$ cat config.mk
export PLATFORM = sky130hd
export DESIGN_NAME = fbw_seq
export DESIGN_NICKNAME = d
export VERILOG_FILES = /design/src/rtl/fbw_pkg.sv /design/src/rtl/fbw_buffer.sv /design/src/rtl/fbw_array.sv /design/src/rtl/fbw_seq.sv
export SDC_FILE = /design/constraint.sdc
export NUM_CORES = 2
export LEC_CHECK = 0
export BUFFER_PORTS_ARGS = -buffer_cell sky130_fd_sc_hd__buf_2
export CAP_MARGIN = 5
export CORE_MARGIN = 3
export CORE_UTILIZATION = 50
export DETAILED_ROUTE_END_ITERATION = 10
export GPL_ROUTABILITY_DRIVEN = 0
export PLACE_DENSITY = 0.66
export RECOVER_POWER = 25
export REMOVE_ABC_BUFFERS = 1
export SLEW_MARGIN = 20
export SYNTH_ARGS = -nofsm -noshare
export SYNTH_HDL_FRONTEND = slang
export SYNTH_HIERARCHICAL = 1
export SYNTH_SLANG_ARGS = --single-unit
$ cat constraint.sdc
create_clock -name clk -period 7.2 [get_ports clk]
set_input_delay 0.72 -clock clk [delete_from_list [all_inputs] [get_ports clk]]
set_output_delay 0.72 -clock clk [all_outputs]
set_load 0.01 [all_outputs]
$ cat src/rtl/fbw_pkg.sv
package fbw_pkg;
  typedef enum logic [2:0] {
    ST_IDLE, ST_COUNT, ST_LOAD, ST_CONFIRM, ST_PROG
  } seq_st_t;

  localparam logic [7:0] OP_SETUP   = 8'hE8;
  localparam logic [7:0] OP_CONFIRM = 8'hD0;
  localparam logic [7:0] OP_CLEAR   = 8'h50;
  localparam logic [7:0] OP_RDSTAT  = 8'h70;
  localparam logic [7:0] OP_RDARR   = 8'hFF;

  // True when first and last word fall in different erase blocks.
  function automatic logic spans_blocks(input int unsigned first_w,
                                        input int unsigned last_w,
                                        input int unsigned blk_bits);
    return (first_w >> blk_bits) != (last_w >> blk_bits);
  endfunction
endpackage

$ cat src/rtl/fbw_buffer.sv
module fbw_buffer #(
  parameter int DW    = 16,
  parameter int DEPTH = 16,
  localparam int IW   = $clog2(DEPTH)
) (
  input  logic          clk,
  input  logic          we,
  input  logic [IW-1:0] widx,
  input  logic [DW-1:0] wdata,
  input  logic [IW-1:0] ridx,
  output logic [DW-1:0] rdata
);
  logic [DW-1:0] slot [DEPTH];

  always_ff @(posedge clk) begin
    if (we) slot[widx] <= wdata;
  end

  assign rdata = slot[ridx];
endmodule

$ cat src/rtl/fbw_array.sv
module fbw_array #(
  parameter int DW = 16,
  parameter int AW = 7,
  localparam int WORDS = 1 << AW
) (
  input  logic          clk,
  input  logic          rst_n,
  input  logic          prog_en,
  input  logic [AW-1:0] prog_addr,
  input  logic [DW-1:0] prog_data,
  input  logic [AW-1:0] rd_addr,
  output logic [DW-1:0] rd_data
);
  logic [DW-1:0] mem [WORDS];
  logic [DW-1:0] old_word;
  logic [DW-1:0] new_word;

  // Flash programming only pulls bits low.
  function automatic logic [DW-1:0] clear_only(input logic [DW-1:0] cur,
                                               input logic [DW-1:0] dat);
    return cur & dat;
  endfunction

  assign old_word = mem[prog_addr];
  assign new_word = clear_only(old_word, prog_data);

  always_ff @(posedge clk or negedge rst_n) begin
    if (!rst_n) begin
      for (int i = 0; i < WORDS; i++) mem[i] <= '1;
    end else if (prog_en) begin
      mem[prog_addr] <= new_word;
    end
  end

  assign rd_data = mem[rd_addr];

  // no bit that was 0 comes back as 1
  a_r9_clear_only: assert property (@(posedge clk) disable iff (!rst_n)
    prog_en |=> ((mem[$past(prog_addr)] & ~$past(old_word)) == '0));
endmodule

$ cat src/rtl/fbw_seq.sv
module fbw_seq #(
  parameter int DW    = 16,
  parameter int AW    = 7,
  parameter int BLK_W = 5,
  parameter int DEPTH = 16,
  localparam int NBLK = 1 << (AW - BLK_W),
  localparam int IW   = $clog2(DEPTH)
) (
  input  logic            clk,
  input  logic            rst_n,
  input  logic            wr_en,
  input  logic [AW-1:0]   wr_addr,
  input  logic [DW-1:0]   wr_data,
  input  logic            vpp_ok,
  input  logic [NBLK-1:0] blk_lock,
  input  logic [AW-1:0]   rd_addr,
  output logic [7:0]      status,
  output logic            xsr_avail,
  output logic            busy,
  output logic [DW-1:0]   dout
);
  import fbw_pkg::*;

  seq_st_t       st_q;
  logic [IW-1:0] cnt_q, idx_q, ptr_q;
  logic [AW-1:0] start_q;
  logic          seq_err_q, pfail_q, volt_err_q, lock_err_q;
  logic          show_arr_q;

  logic [7:0]    cmd;
  logic          err_latched;
  logic [DW-1:0] buf_rdata, arr_rdata;

  // Named events
  logic ev_setup, ev_setup_ok, ev_clear, ev_count, ev_count_bad;
  logic ev_load, ev_load_last, ev_confirm, ev_bad_op, ev_cross, ev_volt;
  logic ev_lock, ev_go, ev_fault, ev_prog_last;

  assign cmd          = wr_data[7:0];
  assign err_latched  = seq_err_q | pfail_q;
  assign ev_setup     = wr_en && st_q == ST_IDLE && cmd == OP_SETUP;
  assign ev_setup_ok  = ev_setup && !err_latched;
  assign ev_clear     = wr_en && st_q == ST_IDLE && cmd == OP_CLEAR;
  assign ev_count     = wr_en && st_q == ST_COUNT;
  assign ev_count_bad = ev_count && (wr_data > DW'(DEPTH - 1));
  assign ev_load      = wr_en && st_q == ST_LOAD;
  assign ev_load_last = ev_load && idx_q == cnt_q;
  assign ev_confirm   = wr_en && st_q == ST_CONFIRM;
  assign ev_bad_op    = ev_confirm && cmd != OP_CONFIRM;
  assign ev_cross     = ev_confirm && !ev_bad_op &&
                        spans_blocks(int'(start_q), int'(start_q) + int'(cnt_q), BLK_W);
  assign ev_volt      = ev_confirm && !ev_bad_op && !ev_cross && !vpp_ok;
  assign ev_lock      = ev_confirm && !ev_bad_op && !ev_cross && vpp_ok &&
                        blk_lock[start_q[AW-1:BLK_W]];
  assign ev_fault     = ev_bad_op || ev_cross || ev_volt || ev_lock;
  assign ev_go        = ev_confirm && !ev_fault;
  assign ev_prog_last = st_q == ST_PROG && ptr_q == cnt_q;

  always_ff @(posedge clk or negedge rst_n) begin
    if (!rst_n) begin
      st_q       <= ST_IDLE;
      cnt_q      <= '0;
      idx_q      <= '0;
      ptr_q      <= '0;
      start_q    <= '0;
      seq_err_q  <= 1'b0;
      pfail_q    <= 1'b0;
      volt_err_q <= 1'b0;
      lock_err_q <= 1'b0;
      show_arr_q <= 1'b1;
    end else begin
      if (wr_en && st_q == ST_IDLE) begin
        if (cmd == OP_RDARR) show_arr_q <= 1'b1;
        if (cmd == OP_RDSTAT || cmd == OP_SETUP) show_arr_q <= 1'b0;
      end
      if (ev_clear) begin
        seq_err_q  <= 1'b0;
        pfail_q    <= 1'b0;
        volt_err_q <= 1'b0;
        lock_err_q <= 1'b0;
      end
      if (ev_setup_ok) st_q <= ST_COUNT;
      if (ev_count) begin
        if (ev_count_bad) begin
          seq_err_q <= 1'b1;
          pfail_q   <= 1'b1;
          st_q      <= ST_IDLE;
        end else begin
          cnt_q <= wr_data[IW-1:0];
          idx_q <= '0;
          st_q  <= ST_LOAD;
        end
      end
      if (ev_load) begin
        if (idx_q == '0) start_q <= wr_addr;
        idx_q <= idx_q + 1'b1;
        if (ev_load_last) st_q <= ST_CONFIRM;
      end
      if (ev_confirm) begin
        if (ev_bad_op || ev_cross) seq_err_q <= 1'b1;
        if (ev_fault) pfail_q <= 1'b1;
        if (ev_volt) volt_err_q <= 1'b1;
        if (ev_lock) lock_err_q <= 1'b1;
        ptr_q <= '0;
        st_q  <= ev_go ? ST_PROG : ST_IDLE;
      end
      if (st_q == ST_PROG) begin
        ptr_q <= ptr_q + 1'b1;
        if (ev_prog_last) st_q <= ST_IDLE;
      end
    end
  end

  fbw_buffer #(.DW(DW), .DEPTH(DEPTH)) u_buf (
    .clk   (clk),
    .we    (ev_load),
    .widx  (idx_q),
    .wdata (wr_data),
    .ridx  (ptr_q),
    .rdata (buf_rdata)
  );

  fbw_array #(.DW(DW), .AW(AW)) u_arr (
    .clk       (clk),
    .rst_n     (rst_n),
    .prog_en   (st_q == ST_PROG),
    .prog_addr (start_q + AW'(ptr_q)),
    .prog_data (buf_rdata),
    .rd_addr   (rd_addr),
    .rd_data   (arr_rdata)
  );

  assign busy      = st_q == ST_PROG;
  assign status    = {!busy, 1'b0, seq_err_q, pfail_q, volt_err_q, 1'b0, lock_err_q, 1'b0};
  assign xsr_avail = st_q == ST_IDLE && !err_latched;
  assign dout      = show_arr_q ? arr_rdata : {{(DW-8){1'b0}}, status};

  // a sequence error always comes with program fail
  a_r3_seq_implies_fail: assert property (@(posedge clk) disable iff (!rst_n)
    seq_err_q |-> pfail_q);
  // voltage or lock fault always comes with program fail
  a_r7_fault_implies_fail: assert property (@(posedge clk) disable iff (!rst_n)
    (volt_err_q || lock_err_q) |-> pfail_q);
  // setup refused while an error is latched
  a_r6_setup_refused: assert property (@(posedge clk) disable iff (!rst_n)
    (ev_setup && err_latched) |=> st_q == ST_IDLE);
  // copy pointer never passes the count
  a_r2_ptr_bound: assert property (@(posedge clk) disable iff (!rst_n)
    busy |-> ptr_q <= cnt_q);
  // a faulted confirm never starts programming
  a_r8_fault_no_prog: assert property (@(posedge clk) disable iff (!rst_n)
    ev_fault |=> !busy);
  // exactly one fault cause per confirm
  a_r12_one_cause: assert property (@(posedge clk) disable iff (!rst_n)
    $onehot0({ev_bad_op, ev_cross, ev_volt, ev_lock}));
endmodule

==> impl_results.md <==
* Reg power frac at 47.7%
* Core Region at 246600 sq um
* Synth warn at 6
* Hpwl dp at 279800 um
* Crit Path Class: register to register
* Vias at between 90000 and 100k
* Top_reg_cell synth: dfstp_2
* CTS tree: yes
* Distinct cells, synth at 100
* Hold Crit Class: input port to register
* Startpoint Class: register
* Clk Latency, worst-skew pair at 1000 ps
* Grt total ovfl at 0
* CTS Buffer Depth at 4
* Ys async rst share at 89.02%
* Slowest CP cell: a311oi_1
* Largest net degree at the start of global routing at 180
* Cell mode on critical path: buf_4
* Crit path arrival time at 7320 ps
* Post-synth EDFFs at approximately 260
* F_max at about 0.15 GHz
* Gate Count Post-Synth at 11000
* Metal3 WL at 63310 um
* ANT nets after route at 0
* Most common cell after layout, fill and taps aside: nand2_1
* Final hold vios at 0
* Full die area at around 250000 sq um
* Max-cap violations at 3
* Pint at approximately 22000 uW
* Clock Skew at 112.7 ps
* Cts repair resizes at 0
* Initial antenna violation count at 35
* Worst rel slew slack at -323.7%
* R2R Setup Slk at ~640 ps
* Clock power frac at 49.3%
* Setup_tns at 0 ps
* First-pass GRT wire length at 669400 um
* Fin crit share at 91.05%
* Outcome: finished, violations left
* Final max-slew violation count at 266
* Number of port buffers at 60
* Sw frac at 22.20%
* # nets final at about 11000
* Final non-filler cell total at 14170
* WP data required at 7960 ps
* M1 WL at 165900 um
* Synthesized area per cell at 11.29 sq um
* Crit. Startpoint: ptr_q[0]
* Seq cells post-synth at 2331
* Leak at 0.04619 uW
* Design Power at roughly 28000 uW
* Most frequent cells in the layout: 2186 x nand2_1, 2049 x dfstp_2, 1620 x o21ai_0, 706 x mux4_2, 576 x o31ai_1
* Die Height at 504.6 um
* Worst reg2reg path startpoint: ptr_q[0]
* Core Rows at 182
* Met2 WL at between 150000 and 200000 um
* Failing checks: max-capacitance violations, max-slew violations
* Crit end category: register
* Layout cells sized above 1 at around 38%
* CP max FO at between 90 and 100
* Peak VDD IR at 0.2105 mV
* Hold Crit Start: vpp_ok
* CTS clk-pin slew, worst paths at 60 ps
* Cell Chain, Critical Path: ha_4 -> inv_1 -> fa_1 -> xnor2_2 -> buf_12 -> buf_4 -> mux2i_1 -> a211o_1 -> o211ai_1 -> a311oi_1 -> a21boi_1 -> buf_4 -> o211ai_1 -> buf_4 -> o21ai_0
* Num CTS Buffers at 274
* Tightest Pin Transition at 6356 ps
* PwrDens at 205.0 nW/um^2
* Via density at slightly below 7
* Boundary Pins at 64
* Largest stage delay, worst path at 1040 ps
* # clock sinks at 2331
* Cell area after synthesis at 124300 sq um
* Residual DRC at 0
* RSZ-0062 raised after global routing: no
* Routed Wire Length at 462100 um
* Root buffer selected by CTS: clkbuf_16
* Area grow syn2layout at 9.961%
* Top sig layer: met5
* Initial DRC Count at 12580
* Count of TritonRoute iterations in the first routing pass at 9
* Min Tclk post-route at 6556 ps
* Initial Util at 50.39%
* Vias in the first global route at 96230
* Die Wd at 504.6 um
* Fin Hold WS at 96.21 ps
* H-tree depth at 5
* Register area share after synthesis at 50.03%
* Setup-failing EPs final at 0
* Placed insts at approximately 14000
* Gate power share at 2.9%
* Avg WL per Cell at ~33 um
* Psw at about 6200 uW
* GRT Util Overall at 35.51%
## what timing repair did
action | CTS | global route
setup buffers | 0 | 0
endpoints found under the hold margin | 7 | 0
hold buffers | 7 | 0
## synth_stat cells, drive strengths merged, types with 14 or more instances
master   instances  area share [%]
nand3           51            0.22
o21ai         1638             6.6
mux2i          373             3.0
o211ai          47            0.28
o2bb2ai         35            0.25
nor3            28            0.14
a211oi          84            0.52
a31oi           24            0.13
edfxtp         256             6.2
nor2b           21            0.11
and2            21            0.11
o221ai          25            0.18
mux2           359             3.3
a21oi          322             1.3
o31ai          580             3.5
mux4           716              13
and3b           70            0.49
dfstp         2049              43
a221o           85            0.68
o22ai           19            0.11
nand2         2191             6.6
a221oi         225             1.6
inv             19           0.057
buf            482             2.5
nand3b          49            0.30
nor2           154            0.47
clkbuf         687             2.1
a211o           36            0.25
a22o            30            0.21
dfrtp           26            0.52
o21a            14           0.085
a22oi          115            0.69
## path summary, 6_finish.rpt
kind                       cells past startpoint               to
hold / removal                                 3       volt_err_q
setup reg to reg                              15   u_arr/mem[386]
hold reg to reg                                2  u_arr/mem[1469]
setup / recovery                              15   u_arr/mem[386]
min in group asynchronous                      1  u_arr/mem[1611]
max in group asynchronous                      3  u_arr/mem[1216]
## sequential cells by signal, summed over array words and instances (netlist names)
signal and count:
st_q 3, volt_err_q 1, start_q 7, cnt_q 4, u_arr/mem 2048, idx_q 4, show_arr_q 1, lock_err_q 1
pfail_q 1, u_buf/slot 256, seq_err_q 1, ptr_q 4
## worst max-delay path, delay by kind of cell, from the launching register on
| kind | cells | cell delay [ps] |
|---|---|---|
| DFF | 1 | 740 |
| buffers and inverters | 5 | 2210 |
| xor gates and xnor gates | 1 | 320 |
| adders and majority gates | 2 | 640 |
| muxes | 1 | 300 |
| AOI/OAI and AO/OA | 6 | 1870 |
## metal layers
| layer | vias to the layer above | global-route usage [%] |
|---|---|---|
| met1 | 49360 | 45.08 |
| met4 | 26 | 23.92 |
| met5 | - | 0 |
| met2 | 6853 | 51.05 |
| met3 | 1786 | 12.58 |
| li1 | 40280 | - |
## logic make-up after synthesis
kind of cell               count (synthesis)  synth area share (%)
adders and majority gates                 11                0.1168
and+or+nand+nor                         2648                 8.811
DFF                                     2331                 50.03
buffers and inverters                   1189                 4.678
xor gates and xnor gates                  16                0.1128
muxes                                   1448                 19.26
other                                      1              0.003017
AOI/OAI and AO/OA                       3360                 16.99
## power by group through the flow
stage          combinational [uW]  sequential [uW]  clock, uW
3_5_place_dp                  819            13600          0
5_1_grt                       875            13400      14500
3_3_place_gp                  809            13600          0
6_report                      819            13400      13800
2_1_floorplan                 191            13600          0
4_1_cts                       823            13400      13900
## metrics by stage
| stage | setup WS, ps | instance area [sq um] | util (%) |
|---|---|---|---|
| final | 644.2 | 136700 | 55.41 |
| after global routing | 300.4 | 136600 | 55.38 |
| after floorplan | -52140 | 118500 | - |
| after global placement | 373.5 | 127600 | 51.76 |
| after detailed placement | 981.6 | 127800 | 51.81 |
| after CTS | 810.6 | 136600 | 55.39 |
## layout make-up
cell class	count	area (sq um)
fillers	20370	110000
flip-flops and latches	2331	62180
multi-input cells	7486	56720
clock buffers	381	7821
repair buffers	526	4674
well taps	3312	4144
clock inverters	80	934.6
inverters	20	105.1
diodes	30	75.07
Note: power is estimated with default switching activity, not from simulation.
